### src/rtl/sec_div_pkg.sv
package sec_div_pkg;

    // State of the final halving stage.
    typedef struct packed {
        logic level;
        logic tick;
    } out_state_t;

endpackage

### src/rtl/sparse_wrap_counter.sv
module sparse_wrap_counter #(
    parameter int unsigned MODULUS = 16
) (
    input  logic clk,
    input  logic rst,
    input  logic adv,
    output logic tc
);
    // MODULUS must be at least 2.
    localparam int unsigned W    = $clog2(MODULUS);
    localparam logic [W-1:0] TERM = W'(MODULUS - 1);
    localparam bit POW2 = ((MODULUS & (MODULUS - 1)) == 0);

    typedef struct packed {
        logic [W-1:0] cnt;
    } cnt_state_t;

    cnt_state_t st_d, st_q;
    logic       hit;

    // Counting up from 0, the first value that has all the ones of TERM is
    // TERM itself, so only those bit positions need to enter the AND.
    assign hit = &(st_q.cnt | ~TERM);
    assign tc  = adv & hit;

    generate
        if (POW2) begin : g_wrap
            // Natural binary wrap, so no clear mux is needed.
            always_comb begin
                st_d = st_q;
                if (adv) st_d.cnt = st_q.cnt + W'(1);
            end
        end else begin : g_clear
            always_comb begin
                st_d = st_q;
                if (adv) st_d.cnt = hit ? '0 : st_q.cnt + W'(1);
            end
        end
    endgenerate

    always_ff @(posedge clk) begin
        if (rst) st_q <= '0;
        else     st_q <= st_d;
    end

    // the count never leaves 0..MODULUS-1
    a_r4_in_range: assert property (@(posedge clk) disable iff (rst)
        st_q.cnt <= TERM);

    // no enable, no movement
    a_r3_hold: assert property (@(posedge clk) disable iff (rst)
        !adv |=> $stable(st_q.cnt));

    // terminal count is followed by zero
    a_r5_wrap: assert property (@(posedge clk) disable iff (rst)
        tc |=> (st_q.cnt == '0));

    // enable below the terminal state adds one
    a_r5_step: assert property (@(posedge clk) disable iff (rst)
        (adv && !hit) |=> (st_q.cnt == $past(st_q.cnt) + W'(1)));

    // terminal pulse is a single cycle
    a_r2_single: assert property (@(posedge clk) disable iff (rst)
        tc |=> !tc);

endmodule

### src/rtl/half_rate_toggle.sv
module half_rate_toggle
    import sec_div_pkg::*;
(
    input  logic clk,
    input  logic rst,
    input  logic flip,
    output logic level,
    output logic tick
);
    out_state_t st_d, st_q;

    always_comb begin
        st_d       = st_q;
        st_d.level = st_q.level ^ flip;
        st_d.tick  = flip;
    end

    always_ff @(posedge clk) begin
        if (rst) st_q <= '0;
        else     st_q <= st_d;
    end

    assign level = st_q.level;
    assign tick  = st_q.tick;

    // a wrap gives a level change together with a tick
    a_r8_tick_on_edge: assert property (@(posedge clk) disable iff (rst)
        flip |=> (tick && (level != $past(level))));

    // with no wrap the level holds and no tick appears
    a_r6_quiet: assert property (@(posedge clk) disable iff (rst)
        !flip |=> (!tick && $stable(level)));

endmodule

### src/rtl/sec_pulse_divider.sv
module sec_pulse_divider #(
    parameter int unsigned PRE_DIV  = 32,
    parameter int unsigned MAIN_DIV = 15625
) (
    input  logic clk,
    input  logic rst,
    output logic sq_out,
    output logic edge_tick
);
    logic pre_tc;
    logic main_tc;

    sparse_wrap_counter #(.MODULUS(PRE_DIV)) u_pre (
        .clk (clk),
        .rst (rst),
        .adv (1'b1),
        .tc  (pre_tc)
    );

    sparse_wrap_counter #(.MODULUS(MAIN_DIV)) u_main (
        .clk (clk),
        .rst (rst),
        .adv (pre_tc),
        .tc  (main_tc)
    );

    half_rate_toggle u_out (
        .clk   (clk),
        .rst   (rst),
        .flip  (main_tc),
        .level (sq_out),
        .tick  (edge_tick)
    );

    // a main wrap only happens on a prescaler enable
    a_r5_wrap_gated: assert property (@(posedge clk) disable iff (rst)
        main_tc |-> pre_tc);

    // reset leaves the outputs low
    a_r1_reset_low: assert property (@(posedge clk)
        rst |=> (!sq_out && !edge_tick));

endmodule

### config.mk
export PLATFORM = sky130hd
export DESIGN_NAME = sec_pulse_divider
export DESIGN_NICKNAME = d
export VERILOG_FILES = /design/src/rtl/sec_div_pkg.sv /design/src/rtl/sparse_wrap_counter.sv /design/src/rtl/half_rate_toggle.sv /design/src/rtl/sec_pulse_divider.sv
export SDC_FILE = /design/constraint.sdc
export NUM_CORES = 1
export LEC_CHECK = 0
export BUFFER_PORTS_ARGS = -buffer_cell sky130_fd_sc_hd__buf_2
export CAP_MARGIN = 20
export CORE_MARGIN = 8
export CORE_UTILIZATION = 65
export CTS_BUF_LIST = sky130_fd_sc_hd__clkbuf_8
export DETAILED_ROUTE_END_ITERATION = 10
export GPL_ROUTABILITY_DRIVEN = 0
export PLACE_DENSITY_LB_ADDON = 0.1
export SLEW_MARGIN = 0
export SYNTH_ARGS = -nofsm -noshare
export SYNTH_HDL_FRONTEND = slang
export SYNTH_SLANG_ARGS = --single-unit
### constraint.sdc
create_clock -name clk -period 2.7 [get_ports clk]
set_input_delay 0 -clock clk [delete_from_list [all_inputs] [get_ports clk]]
set_output_delay 0 -clock clk [all_outputs]
set_load 0.01 [all_outputs]
==> results.rst <==
.. list-table::
   :header-rows: 1

   * - Metric
     - Value
   * - Starting density of the core
     - a little over two thirds
   * - Post_cts resized
     - 0
   * - Clock Latency Late Sink
     - 0.25 ns
   * - Grt total ovfl
     - 0
   * - Count of yosys warnings during synthesis
     - 0
   * - Average detailed-routed wire length per instance
     - ~14 um
   * - Slew at the pin closest to its max-slew limit
     - roughly 0.38 ns
   * - Ordered list of cells on the worst path
     - ha_1 > and3_1 > ha_1 > nand3_1 > or4_1 > a21oi_1
   * - Worst Slack Setup Final
     - a little over 0.7 ns
   * - Number of design rule violations left after detail routing
     - 0
   * - Number of global-route vias before repair
     - about 630
   * - Port Buffer Count
     - 3
   * - Final Hold Violating Endpoints
     - 0
   * - Clock-pin transition on the worst setup and hold timing paths
     - 0.07 ns
   * - Leading cell type in the layout, fill and taps excluded
     - dfxtp_1
   * - Worst r2r dst
     - u_main.st_q[13]
   * - Number of buffers added to fix hold violations after cts
     - 0
   * - Number of placement rows
     - 13
   * - Violation count after the first detailed-route iteration
     - 21
   * - Total Wirelength
     - ~1600 um
   * - Vertical extent of the die
     - approximately 53 um
   * - Final clock skew
     - between 0.0015 and 0.002 ns
   * - Flip-flop and latch count after synthesis
     - 21
   * - Number of enable flip-flop cells after synthesis
     - 0
   * - Maximum single-stage delay on the critical path
     - 0.44 ns
   * - Average via count per standard cell
     - around 6.2
   * - Class of the most critical hold timing path
     - primary input to flip-flop
   * - Post-synth ARST share
     - 0%
   * - Type of the worst setup path
     - flip-flop to flip-flop
   * - ANT nets after route
     - 0
   * - Power density over the cells
     - 538 nW/um^2
   * - Setup repair after global routing missed its margin
     - false
   * - Number of instances in the synthesized netlist
     - between 90 and 100
   * - Crit path launch
     - u_pre.st_q[0]
   * - Final critical-path share of the clock period
     - ~73%
   * - Post-placement worst setup slack
     - between 0.7 and 0.8 ns
   * - # H-tree levels
     - 1
   * - Detailed placer's ending HPWL
     - between 1000 and 1500 um
   * - Max-cap violations
     - 0
   * - Maximum number of pins on one net before global-route repair
     - 14
   * - Drt first pass iters
     - 4
   * - TritonCTS buffer count
     - 3
   * - Critical path fanouts, max
     - 10
   * - Endpoint, Worst Hold
     - u_out.level
   * - Commonest cells after routing, fill and taps aside
     - 21 x dfxtp_1, 9 x nor2_1, 9 x a21oi_1
   * - Final number of max-transition violations
     - 0
   * - Register-to-Register Path Depth
     - 6
   * - Area of the die
     - about 2900 um^2
   * - Sequential area share after synthesis
     - between 40 and 50%
   * - Post-layout minimum cycle time
     - 1.98 ns
   * - Startpoint types
     - flip-flop
   * - Setup TNS Final
     - 0 ns
   * - Max-Slew Margin vs Limit
     - around 75%
   * - CP Data Required Time
     - around 2.9 ns
   * - Count of inserted antenna diode cells
     - 0
   * - Result of the run
     - completed
   * - Cell with the biggest individual delay on the critical path
     - or4_1
   * - Maximum clock path buffer count
     - 2
   * - Antenna violations before repair
     - 0
   * - Hold wc startpoint
     - rst
   * - Summed instance area of the synthesized netlist
     - between 900 and 1000 um^2
   * - Total power after layout
     - between 500 and 600 uW
   * - Area delta synth->final
     - 6.74%
   * - Horiz. Die Dim
     - 53.4 um
   * - Most used DFF post-synth
     - dfxtp_1
   * - Peak supply drop
     - between 0.0005 and 0.0006 V
   * - Setup-violating endpoint count in the final report
     - 0
   * - Unique masters post-synth
     - 25
   * - Post-synthesis area per instance
     - 9.28 um^2
   * - GR Util All Layers
     - approximately 12%
   * - Net total in the final layout
     - around 110
   * - Top-Level Pins
     - 4
   * - Clock tree from TritonCTS
     - yes
   * - Clock tree sinks
     - 21
   * - Number of vias in the routed layout
     - 730
   * - Setup slack on the worst flop-to-flop path
     - ~0.72 ns
   * - Clock tree root driver cell
     - clkbuf_8
   * - Critical R2R Launch
     - u_pre.st_q[0]
   * - LEAKAGE
     - around 0.35 nW
   * - Net Count, Synth
     - between 100 and 150
   * - Area of the core region
     - between 1000 and 1500 um^2
   * - Worst path most repeated cell
     - ha_1
   * - Wire length of the first global-routing pass
     - ~2700 um
   * - CP endpoint kind
     - flip-flop
   * - Share of cells above drive strength 1
     - 8.82%
   * - Data arrival at the endpoint of the critical path
     - between 2 and 2.5 ns
   * - Number of cells on the worst hold path
     - 2
   * - Post-CTS Setup Repair Bufs
     - 0
   * - Maximum achievable frequency
     - between 0.5 and 0.6 GHz
critical path: cells and delay by family (launching register included):
family,cells,cell delay (ns)
simple gates,3,0.84
flops,1,0.36
fa+ha+maj,2,0.56
compound gates,1,0.14
synth_stat cells (2+ instances only):
library cell / number / area share (%)
a21oi_1: 9 / 5.0
buf_2: 2 / 1.1
dfxtp_1: 21 / 46
ha_1: 4 / 5.5
inv_1: 2 / 0.83
mux2i_1: 2 / 2.2
nand2_1: 3 / 1.2
nand3_1: 4 / 2.2
nand4_1: 7 / 4.8
nor2_1: 9 / 3.7
nor2b_1: 3 / 2.1
o21ai_0: 6 / 3.3
o31ai_1: 4 / 3.3
or3_1: 3 / 2.1
or4_1: 5 / 4.1
xnor2_1: 2 / 1.9
xor2_1: 4 / 3.9
layout make-up:
type | count | area (um^2)
timing repair buffer | 4 | 22.5
multi-input combinational | 71 | 457
fill | 97 | 330
clock buffer | 3 | 41.3
clock inverter | 1 | 3.75
sequential | 21 | 420
tap | 15 | 18.8
inverter | 2 | 7.51
kinds of logic (layout without fill, tap and decap cells):
| kind of cell | count (synthesis) | after routing | synth area share, % |
|---|---|---|---|
| and+or+nand+nor | 39 | 39 | 24.3 |
| DFF | 21 | 21 | 46.2 |
| AOI/OAI and AO/OA | 20 | 20 | 12.4 |
| xor gates and xnor gates | 6 | 6 | 5.78 |
| buffers and inverters | 6 | 10 | 3.58 |
| adders and majority gates | 4 | 4 | 5.50 |
| muxes | 2 | 2 | 2.20 |
sequential cells by signal (all words and copies together) (netlist names):
name / count
u_pre.st_q: 5
u_out.tick: 1
u_main.st_q: 14
u_out.level: 1
worst max-delay path by stage:
stage | end | slack (ns) | cells after the start
final | u_main.st_q[13] | 0.72 | 6
after global routing | u_out.level | 0.55 | 6
after CTS | u_main.st_q[13] | 0.73 | 6
after detailed placement | u_main.st_q[13] | 0.75 | 6
after global placement | u_main.st_q[13] | 0.79 | 6
after floorplan | u_main.st_q[0] | 0.95 | 8
layer usage:
layer  vias up  GRT usage [%]  wire length [um]
li1        368              -                 -
met1       340           15.3               763
met2        20           19.1               715
met3         2           3.36                96
met4         0           3.78                22
met5         -              0                 0
metrics by stage:
stage	hold slack [ns]	util, %	instance area [um^2]	instances
after floorplan	0.292	-	910	98
after global routing	0.0583	74.6	971	117
final	0.0295	74.6	971	117
after CTS	0.0337	74.6	971	117
after global placement	0.286	71.2	926	113
after detailed placement	0.297	71.2	926	113
where the power goes:
part	total, mW	internal (mW)	leakage [nW]	switching (mW)
Clock	0.193	0.101	0.0269	0.0923
Sequential	0.316	0.313	0.170	0.00264
Combinational	0.0130	0.00565	0.148	0.00738
Note: power is estimated with default switching activity, not from simulation.
